## src/rtl/ccd_region_tagger.sv

```systemverilog
module ccd_region_tagger #(
  parameter int DW        = 12,
  parameter int CW        = 11,
  parameter int LW        = 11,
  parameter int LEAD      = 4,
  parameter int ACTIVE    = 1280,
  parameter int DARK      = 16,
  parameter int DARK_SKIP = 2,
  parameter int LINES     = 1028,
  parameter int TOP_DARK  = 3,
  parameter int BOT_DARK  = 2,
  parameter int EDGE_LINES = 2,
  parameter int SH        = 16
) (
  input  logic          clk,
  input  logic          rst_n,
  input  logic          pix_stb,
  input  logic [CW-1:0] col,
  input  logic [LW-1:0] line,
  input  logic [DW-1:0] pix_data,
  input  logic          invert_en,
  output logic          tag_vld,
  output logic [1:0]    tag_region,
  output logic          tag_dark_line,
  output logic          tag_no_est,
  output logic          act_vld,
  output logic [DW-1:0] dark_level,
  output logic          dark_upd
);
  localparam int NUSE  = DARK - DARK_SKIP;
  localparam int ACC_W = DW + $clog2(DARK + 1);
  localparam int RECIP = ((1 << SH) + NUSE / 2) / NUSE;
  localparam int PW    = ACC_W + SH + 1;
  localparam int QW    = PW - SH;

  localparam logic [CW-1:0] C_ACT  = CW'(LEAD);
  localparam logic [CW-1:0] C_DARK = CW'(LEAD + ACTIVE);
  localparam logic [CW-1:0] C_USE  = CW'(LEAD + ACTIVE + DARK_SKIP);
  localparam logic [CW-1:0] C_TRL  = CW'(LEAD + ACTIVE + DARK);
  localparam logic [CW-1:0] C_LAST = CW'(LEAD + ACTIVE + DARK - 1);
  localparam logic [LW-1:0] L_TOP  = LW'(TOP_DARK);
  localparam logic [LW-1:0] L_BOT  = LW'(LINES - BOT_DARK);
  localparam logic [LW-1:0] L_EDGE = LW'(EDGE_LINES);

  logic [1:0]       rgn;
  logic             dline, est_line, use_px, last_px;
  logic [DW-1:0]    d;
  logic [ACC_W-1:0] acc, sum_nxt;
  logic [QW-1:0]    q;
  logic [DW-1:0]    level;

  always_comb begin
    if (col < C_ACT)       rgn = 2'd0;
    else if (col < C_DARK) rgn = 2'd1;
    else if (col < C_TRL)  rgn = 2'd2;
    else                   rgn = 2'd3;
  end

  assign dline    = (line < L_TOP) || (line >= L_BOT);
  assign est_line = !dline && (line >= L_EDGE);
  assign use_px   = (rgn == 2'd2) && (col >= C_USE) && est_line;
  assign last_px  = (col == C_LAST);
  assign d        = invert_en ? ~pix_data : pix_data;
  assign sum_nxt  = acc + ACC_W'(d);
  assign q        = QW'((PW'(sum_nxt) * PW'(RECIP) + PW'(1 << (SH - 1))) >> SH);
  assign level    = (|q[QW-1:DW]) ? {DW{1'b1}} : q[DW-1:0];

  always_ff @(posedge clk or negedge rst_n) begin
    if (!rst_n) begin
      tag_vld       <= 1'b0;
      tag_region    <= 2'd0;
      tag_dark_line <= 1'b0;
      tag_no_est    <= 1'b0;
      act_vld       <= 1'b0;
      dark_upd      <= 1'b0;
      dark_level    <= '0;
      acc           <= '0;
    end else begin
      tag_vld    <= pix_stb;
      act_vld    <= pix_stb && (rgn == 2'd1) && !dline;
      tag_no_est <= pix_stb && (rgn == 2'd2) && !use_px;
      dark_upd   <= pix_stb && use_px && last_px;
      if (pix_stb) begin
        tag_region    <= rgn;
        tag_dark_line <= dline;
        if (col == '0) acc <= '0;
        else if (use_px) acc <= last_px ? '0 : sum_nxt;
        if (use_px && last_px) dark_level <= level;
      end
    end
  end
endmodule

```

## config.mk

```make
export PLATFORM = sky130hd
export DESIGN_NAME = ccd_region_tagger
export DESIGN_NICKNAME = d
export VERILOG_FILES = /design/src/rtl/ccd_region_tagger.sv
export SDC_FILE = /design/constraint.sdc
export NUM_CORES = 1
export LEC_CHECK = 0
export BUFFER_PORTS_ARGS = -buffer_cell sky130_fd_sc_hd__buf_2
export CORE_MARGIN = 5
export CORE_UTILIZATION = 60
export DETAILED_ROUTE_END_ITERATION = 6
export PLACE_DENSITY = 0.88
export SLEW_MARGIN = 20
export SYNTH_ARGS = -nofsm -noshare
export SYNTH_HDL_FRONTEND = slang
export SYNTH_SLANG_ARGS = --single-unit
```

## constraint.sdc

```tcl
create_clock -name clk -period 6.8 [get_ports clk]
set_input_delay 0.68 -clock clk [delete_from_list [all_inputs] [get_ports clk]]
set_output_delay 0.68 -clock clk [all_outputs]
set_load 0.02 [all_outputs]
```

==> out/metrics.cfg <==
[placement]
dpl.hpwl_mm = 12.38
place.gp.congestion = 0.9270
port_buffers = 56
dpl_cell_area_um2 = 6294

[route]
detail_route.wl_per_cell_um = 24.86
drt_iter0_markers = 605
vias = 5573
drt_wl_total_mm = 20.44
ant_nets = 0
drtPass1Iterations = 5
drc = 0
via_per_inst = 6.780

[timing]
min_period_over_period = 1.044
finalSetupViolCount = 12
fin_tns_setup_ps = -3112
max_freq_mhz = 140.9
tightestPinTransition_ps = 1030
rsz0062_at_grt = yes
max_slew_margin = 0.3107
skew_ps = 11.24
hold_viol = 0
fin_ws_ps = -299.0
hold_ws_ps = 493.3
layout_min_cycle_time_ps = 7099
drv_slew = 0

[power_and_ir_drop]
power_density_nw_per_um2 = 466.1
ir_drop_mv = 0.4526
p_leak_nw = 3.704

[status]
violations = setup timing
outcome = finished with violations

[synthesis]
synthCells = 566
avgSynthCellArea_um2 = 9.444
synth_ff_type = dfrtp_1
yosysWarnings = 0
synth_cell_types = 61
netlist_area_um2 = 5345
synth_nets = 745
ys_ff_latch = 36
synth_edf_count = 0
seq_area_frac_synth = 0.1685
ys_async_sr_fraction = 1.000

[clock_network]
clk_pin_slew_ps = 90
clock-root-buffer = clkbuf_8
cts_tree = yes
cts_buffers = 5
cts_sinks = 36
clock_latency_ps = 310
cts_buffer_depth = 2
h-tree-depth = 2
cts.hold.buffers_added = 0

[floorplan]
die_y_um = 104.4
fp.dieW_um = 104.4
dieArea_um2 = 10900
ios = 57
core_um2 = 8721
row_count = 34
start_util = 0.6129

[layout]
final_area_um2 = 6982
fillCellCount = 441
area_growth_pct = 30.62
final_nets = 891
drive_above_1_share = 0.3366

[critical_path]
worstSetupStartpointType = primary input
critical-path-slowest-cell = xnor2_1
endpoint_kind = register
critical_path_class = primary input to register
cpPeakStageDelay_ps = 410
arrival_ps = 7330
cp_data_required_time_ps = 7030
worstPathMaxFanout = 5

[global_route]
track_usage = 0.3098
grt_first_pass_wirelength_mm = 27.31
antenna_found_initial = 1
grt_overflow = 0
grt_pass1_vias = 5516
grt_max_degree = 37

[worst_hold_path]
hp-class = primary input to asynchronous set/reset pin

[flow_run]
cap_violations = 0

[sequential cells by signal (all words and copies together) (netlist names)]
name and flops:
act_vld 1, acc 17, tag_vld 1, dark_level 12, tag_region 2, tag_dark_line 1
dark_upd 1, tag_no_est 1
[cells by family (layout without fill, tap and decap cells)]
kind of cell             after synthesis  count (layout)  share of synthesized area
AND/OR/NAND/NOR                      119             119                     0.1121
buffers and inverters                 88             235                    0.06344
flip-flops                            36              36                     0.1685
AO/OA/AOI/OAI                        132             132                     0.1856
XOR/XNOR                              48              48                    0.09293
adder cells (fa/ha/maj)              141             141                     0.3736
multiplexers                           2               2                   0.003745
other                                  0               1                          0
[power breakdown]
group / leakage (nW) / switching [mW] / internal [mW]
logic: 3.17 / 1.52 / 1.33
registers: 0.485 / 0.00778 / 0.222
clock network: 0.0445 / 0.0943 / 0.0827
total: 3.70 / 1.62 / 1.63
[layout make-up]
type / count / area, µm² / share of cell area
multi-input cells: 442 / 4529 / 0.6487
repair buffers: 147 / 1020 / 0.1461
clock buffers: 7 / 86.33 / 0.01237
clock inverters: 1 / 7.507 / 0.001075
flip-flops and latches: 36 / 900.9 / 0.1290
well taps: 108 / 135.1 / 0.01935
inverters: 80 / 300.3 / 0.04301
diodes: 1 / 2.502 / 0.0003584
[critical path, delay by kind of cell]
kind | cells | cell delay, ps
simple gates | 3 | 660
compound gates | 8 | 1730
xor+xnor | 3 | 760
fa+ha+maj | 7 | 2270
buf+inv | 9 | 1200
[per-stage QoR]
step	setup slack, ps	cells	power (mW)	util
floorplan	52.58	566	1.621	-
global placement	-190.6	795	2.268	0.7217
detailed placement	-550.9	795	2.391	0.7217
CTS	0.5986	811	2.759	0.7577
global route	-451.6	822	3.448	0.8006
finish	-299.0	822	3.254	0.8006
[routing by layer]
layer  routed length, µm  GRT usage  share of wire
met1                7250     0.3612           0.35
met2                9233     0.5285           0.45
met3                2319    0.06518           0.11
met4                1633     0.1665          0.080
met5                   0          0              0
[worst paths after layout]
check | start | endpoint | slack, ps | cells after the start
max | invert_en | dark_level[9] | -300 | 30
max in group asynchronous | rst_n | acc[13] | 5720 | 1
min | rst_n | dark_level[7] | 490 | 1
min in group clk | tag_dark_line | tag_dark_line | 500 | 1
max reg2reg | acc[1] | dark_level[6] | -40 | 24
min reg2reg | tag_dark_line | tag_dark_line | 500 | 1
[Yosys cell counts (3+ instances only)]
| library cell | count | area (µm²) |
|---|---|---|
| a21o_1 | 12 | 90.09 |
| a2111o_1 | 3 | 33.78 |
| or3_1 | 4 | 25.02 |
| inv_1 | 80 | 300.3 |
| ha_1 | 110 | 1376 |
| o211ai_1 | 7 | 52.55 |
| a21oi_1 | 24 | 120.1 |
| dfrtp_1 | 36 | 900.9 |
| a211oi_2 | 3 | 37.54 |
| a21oi_2 | 10 | 87.58 |
| o21ai_0 | 24 | 120.1 |
| a22o_1 | 9 | 78.83 |
| nor3_1 | 11 | 55.05 |
| fa_1 | 31 | 620.6 |
| nor2_1 | 37 | 138.9 |
| nand3_1 | 10 | 50.05 |
| nand4_1 | 4 | 25.02 |
| xnor2_1 | 17 | 148.9 |
| o21a_1 | 8 | 60.06 |
| a31oi_1 | 6 | 37.54 |
| xor2_1 | 25 | 219.0 |
| xnor3_1 | 5 | 112.6 |
| o211a_1 | 3 | 30.03 |
| nor3b_1 | 5 | 37.54 |
| a211oi_1 | 3 | 22.52 |
| nand2_1 | 23 | 86.33 |
| and3_1 | 6 | 37.54 |
| and2_1 | 4 | 25.02 |
| clkbuf_1 | 4 | 15.01 |
[cells in the final DEF, fill, tap and decap left out, drive strengths merged, types with 11 or more instances in the layout]
cell	count
nor3	11
o21ai	28
a21oi	34
nand2	23
xor2	25
nor2	37
ha	110
dfrtp	36
xnor2	18
inv	80
buf	146
a21o	12
fa	31
[timing repair]
action,4_1_cts,5_1_grt
endpoints found under the setup margin,12,12
pin swaps,31,43
endpoints found under the hold margin,0,0
resized for setup,29,56
gates cloned,0,1
buffers inserted,8,10
(Power assumes the default switching activity.)
